<file path="config.mk">
export PLATFORM = sky130hd
export DESIGN_NAME = line_alarm_stat
export DESIGN_NICKNAME = d
export VERILOG_FILES = /design/src/rtl/line_alarm_stat.sv
export SDC_FILE = /design/constraint.sdc
export NUM_CORES = 1
export LEC_CHECK = 0
export BUFFER_PORTS_ARGS = -buffer_cell sky130_fd_sc_hd__buf_2
export CAP_MARGIN = 20
export CORE_MARGIN = 5
export CORE_UTILIZATION = 56
export DETAILED_ROUTE_END_ITERATION = 8
export GPL_ROUTABILITY_DRIVEN = 1
export GPL_TIMING_DRIVEN = 0
export MAX_ROUTING_LAYER = met4
export PLACE_DENSITY = 0.94
export SLEW_MARGIN = 40
export SYNTH_ARGS = -nofsm -noshare
export SYNTH_HDL_FRONTEND = slang
export SYNTH_SLANG_ARGS = --single-unit
</file>
<file path="constraint.sdc">
create_clock -name clk -period 3.1 [get_ports clk]
set_clock_uncertainty 0.05 [all_clocks]
set_input_delay 0.465 -clock clk [delete_from_list [all_inputs] [get_ports clk]]
set_output_delay 0.465 -clock clk [all_outputs]
set_load 0.01 [all_outputs]
</file>
<file path="src/rtl/line_alarm_stat.sv">
module line_alarm_stat #(
  parameter int CNT_W = 16
) (
  input  logic             clk,
  input  logic             rst_n,
  input  logic             tick,
  input  logic             los_in,
  input  logic             ais_in,
  input  logic             cv_in,
  input  logic             sim_en,
  input  logic             mask_wr,
  input  logic [2:0]       mask_wdata,
  input  logic             rd_en,
  input  logic             rd_sel,
  output logic [CNT_W-1:0] rd_data,
  output logic             los_stat,
  output logic             ais_stat,
  output logic             irq
);
  localparam logic [CNT_W-1:0] CNT_MAX = {CNT_W{1'b1}};

  logic [2:0]       isr_q, mask_q, isr_set;
  logic [CNT_W-1:0] cnt_q;
  logic             los_eff, ais_eff, cv_eff, isr_clr, cnt_clr;

  assign los_eff = sim_en | los_in;
  assign ais_eff = sim_en | ais_in;
  assign cv_eff  = sim_en ? tick : cv_in;
  assign isr_clr = rd_en & ~rd_sel;
  assign cnt_clr = rd_en & rd_sel;
  assign isr_set = {cv_eff, ais_eff & ~ais_stat, los_eff & ~los_stat};

  always_ff @(posedge clk) begin
    if (!rst_n) begin
      los_stat <= 1'b0;
      ais_stat <= 1'b0;
    end else begin
      los_stat <= los_eff;
      ais_stat <= ais_eff;
    end
  end

  always_ff @(posedge clk) begin
    if (!rst_n)
      isr_q <= '0;
    else
      isr_q <= (isr_clr ? 3'b000 : isr_q) | isr_set;
  end

  always_ff @(posedge clk) begin
    if (!rst_n)
      cnt_q <= '0;
    else if (cnt_clr)
      cnt_q <= cv_eff ? CNT_W'(1) : '0;
    else if (cv_eff && cnt_q != CNT_MAX)
      cnt_q <= cnt_q + 1'b1;
  end

  always_ff @(posedge clk) begin
    if (!rst_n)
      mask_q <= '0;
    else if (mask_wr)
      mask_q <= mask_wdata;
  end

  assign irq     = |(isr_q & mask_q);
  assign rd_data = rd_sel ? cnt_q : {{(CNT_W-3){1'b0}}, isr_q};

  p_sim_forces_r3: assert property (@(posedge clk) disable iff (!rst_n)
    sim_en |=> (los_stat && ais_stat));
  p_no_overflow_r5: assert property (@(posedge clk) disable iff (!rst_n)
    (rd_sel && rd_data == CNT_MAX && !rd_en) |=> (cnt_q == CNT_MAX));
  p_sim_count_r4: assert property (@(posedge clk) disable iff (!rst_n)
    (sim_en && tick && !cnt_clr && cnt_q != CNT_MAX) |=> (cnt_q == $past(cnt_q) + 1'b1));
  p_sticky_r6: assert property (@(posedge clk) disable iff (!rst_n)
    (isr_q[0] && !isr_clr) |=> isr_q[0]);
  p_latch_los_r6: assert property (@(posedge clk) disable iff (!rst_n)
    $rose(los_stat) |-> isr_q[0]);
  p_set_wins_r8: assert property (@(posedge clk) disable iff (!rst_n)
    (isr_clr && cv_eff) |=> isr_q[2]);
endmodule

</file>
# Yosys cells after proc, flatten, opt, wreduce, memory -nomap -nowiden
# Index checks and enable logic that the tools add are counted.
[classes]
n_reduce_logical = 3
bitwise = 11
mux = 6
addsub = 1
n_eq_ne = 1
[op_table]
columns = ["operator", "n"]
rows = [
  ["16-bit 2-to-1 mux", 3],
  ["16-bit by 1-bit adder with 16-bit output (second input constant)", 1],
  ["16-bit != test (second input constant)", 1],
  ["1-bit AND", 4],
  ["3-bit AND", 1],
  ["3-bit 2-to-1 mux", 1],
  ["1-bit inverter", 3],
  ["3-bit bitwise OR", 1],
  ["3-bit OR reduction", 1],
  ["1-bit 2-to-1 mux", 2],
  ["1-bit bitwise OR", 2],
  ["2-bit nonzero test", 1],
  ["1-bit logical AND", 1],
]
[totals]
ff_bits = 24
output_inout_bits = 19

# Longest topological paths before layout
[logic_depth]
depth_word = 4
depth_mapped = 5
ltp_nobuf = 5

# Least setup slack after synthesis
# Ideal clock, no wire load.
[synth_path]
kind = "input to output"
from = "input port rd_sel"
to = "output port rd_data[10]"
t_required_ns = 2.585
setup_slack_ns = 1.472
path_buffers = 2
cell_stages = 3
arrival_ns = 1.113
cell_sequence = "clkbuf_1 clkbuf_1 and2_1"
[synth_via]
elab_chain_cells = 1
[synth_lines]
columns = ["element", "line", "text"]
rows = [
  ["from (decl)", "14", "input logic rd_sel,"],
  ["16-bit 2-to-1 mux", "67", "assign rd_data = rd_sel ? cnt_q : {{(CNT_W-3){1'b0}}, isr_q};"],
  ["to (decl)", "15", "output logic [CNT_W-1:0] rd_data,"],
]
# Every way passes these cells.

# Worst setup path after layout
[layout_path]
from = "input port rd_sel"
to = "output port rd_data[5]"
# The elaborated chain is that of the path after synthesis.

==> impl_metrics.toml <==
[status]
status = "completed"

[yosys]
synth_area_leader_cell = "dfxtp_1"
synth_top_area_frac = 0.365
synth.area.top_cells = "dfxtp_1 36%, and2_1 7.6%, a21oi_1 4.2%"
syn_area_um2 = 1320
async_flop_share = 0
synth_nets = 163
netlist_instances = 149
yosys_warnings = 0
synth_commonest_cells = "24 x dfxtp_1, 16 x and2_1, 12 x nor2_1, 11 x a21oi_1, 8 x nand2_1"
syn_area_per_cell_um2 = 8.84
synth_edf_count = 0
synthFlopType = "dfxtp_1"
synth_seq_area_share = 0.365
synth-seq-cells = 24
ys_types = 42
yosysMostFrequentCell = "dfxtp_1"

[worst_hold_path]
hold_path.class = "in2reg"

[grt]
grt_max_degree = 14
track_usage = 0.192
grt_pass1_wl_um = 5090
antenna_found_initial = 0
grt_pass1_vias = 1257
grt-ovfl-total = 0

[flow_run]
max_cap_violations = 0

[setup_path]
cp.arrival_ns = 1.44
critPathSlowestCell = "clkbuf_1"
path_cells = "clkbuf_1 -> clkbuf_1 -> and2_1 -> buf_2"
start_kind = "primary input"
cpPeakStageDelay_ns = 0.33
worst_path_most_repeated_cell = "clkbuf_1"
critPathKind = "in2out"
crit_required_ns = 2.58
crit_path_end_kind = "primary output"
crit_fanout = 10

[cells_and_area]
area_growth_pct = 16.8
antenna_cells = 0
finalNonFillerCells = 211
drive_above_1_share = 0.273
fin_nets = 198

[clocking]
clock_latency_ns = 0.32
cts_resized = 0
hold_buffers = 0
clockBufferDepth = 2
cts_tree = "done"
cts_buffers = 3
cts_setup_buffers = 0
cts.clk_slew.worst_paths_ns = 0.13
cts_root_buffer = "clkbuf_4"
cts.sink_count = 24
htreeDepth = 1

[routing]
firstDrtPassIters = 4
avgViaCountPerCell = 6.17
ant_nets = 0
drc = 0
wl_per_cell_um = 14.6
wirelength_um = 3080
num_vias = 1301
drt_iter0_markers = 65

[floorplanning]
core_area_um2 = 2230
start_util = 0.590
fp-row-count = 17
dieArea_um2 = 3420
die_h_um = 58.5
die_w_um = 58.5
io_pins = 32

[power_and_ir_drop]
leakage_nw = 0.675
max-vdd-ir-drop_uv = 276
power-per-cell-area_nw_per_um2 = 364

[sta]
finalSetupTns_ns = 0
drv_slew = 0
rsz0062_at_grt = "false"
whs_ns = 0.335
post-route-period-util = 0.631
setup_viol = 0
slew_headroom = 0.518
clock.fmax_mhz = 511
hold_viol = 0
fin_crit_ns = 1.96
tightest_slew_ns = 0.717

[placement]
placed_cells = 207
place_congestion = 0.894
place_hpwl_um = 2360
io_buffers = 30
==> sequential cells by signal (all words and copies together) (netlist names) <==
register  flops
mask_q        3
los_stat      1
ais_stat      1
isr_q         3
cnt_q        16
==> through the flow <==
step	utilization	total power (W)	setup WS [ns]	cell area, µm²
6_report	0.689	0.000560	1.14	1540
5_1_grt	0.689	0.000587	1.04	1540
4_1_cts	0.689	0.000565	1.14	1540
3_5_place_dp	0.673	0.000399	1.14	1500
3_3_place_gp	0.673	0.000395	1.19	1500
2_1_floorplan	-	0.000372	1.47	1320
==> per-layer routing <==
metal,global-route usage,routed length (µm),vias to the layer above
met5,-,0,-
met4,0.0993,56,0
met3,0.0285,233,6
met2,0.321,1480,57
met1,0.220,1310,600
li1,-,-,638
==> cell families after synthesis <==
logic type / after synthesis / share of synthesized area
AOI/OAI and AO/OA: 39 / 0.200
adders and majority gates: 1 / 0.00950
buffers and inverters: 9 / 0.0275
DFF: 24 / 0.365
muxes: 8 / 0.0703
and+or+nand+nor: 68 / 0.328
==> worst paths after layout <==
kind | slack (ns) | from | depth (start not counted) | end
setup reg to reg | 1.31 | cnt_q[0]$_SDFFE_PN0P_ | 5 | cnt_q[0]$_SDFFE_PN0P_
hold reg to reg | 0.47 | mask_q[2]$_SDFFE_PN0P_ | 2 | mask_q[2]$_SDFFE_PN0P_
hold / removal | 0.34 | mask_wdata[0] | 3 | mask_q[0]$_SDFFE_PN0P_
setup / recovery | 1.14 | rd_sel | 4 | rd_data[5]
==> cell usage in the layout (no fill, tap or decap), types with 2 or more instances in the layout <==
cell type / n
nand4_2: 2
a211oi_1: 3
nand2_1: 8
o21ai_0: 4
clkbuf_4: 3
and3_1: 2
a31oi_1: 5
dfxtp_1: 24
nand3_1: 6
nand4_1: 4
mux2i_1: 3
a21oi_1: 11
or4_1: 4
a32o_1: 2
nor4_4: 2
buf_2: 31
mux2_2: 3
a41o_1: 2
nor3_1: 2
nor2_1: 12
or3_1: 3
and2_1: 16
o31ai_1: 5
inv_1: 4
clkbuf_1: 3
==> report_power, final <==
| group | internal, W | leakage (nW) | switching [W] | total [W] |
|---|---|---|---|---|
| combinational | 0.0000283 | 0.458 | 0.0000368 | 0.0000651 |
| sequential | 0.000319 | 0.196 | 0.00000915 | 0.000328 |
| clock | 0.0000718 | 0.0210 | 0.0000954 | 0.000167 |
==> worst max-delay path: cells and delay by family <==
| family | cells | cell delay (ns) |
|---|---|---|
| simple gates | 1 | 0.18 |
| buf+inv | 3 | 0.78 |
==> final cells by class <==
class,instances,area [µm²]
multi-input cells,116,801
fillers,191,694
flip-flops and latches,24,480
repair buffers,30,150
clock buffers,4,36.3
well taps,28,35.0
plain buffers,5,21.3
inverters,4,15.0
(Power assumes the default switching activity.)
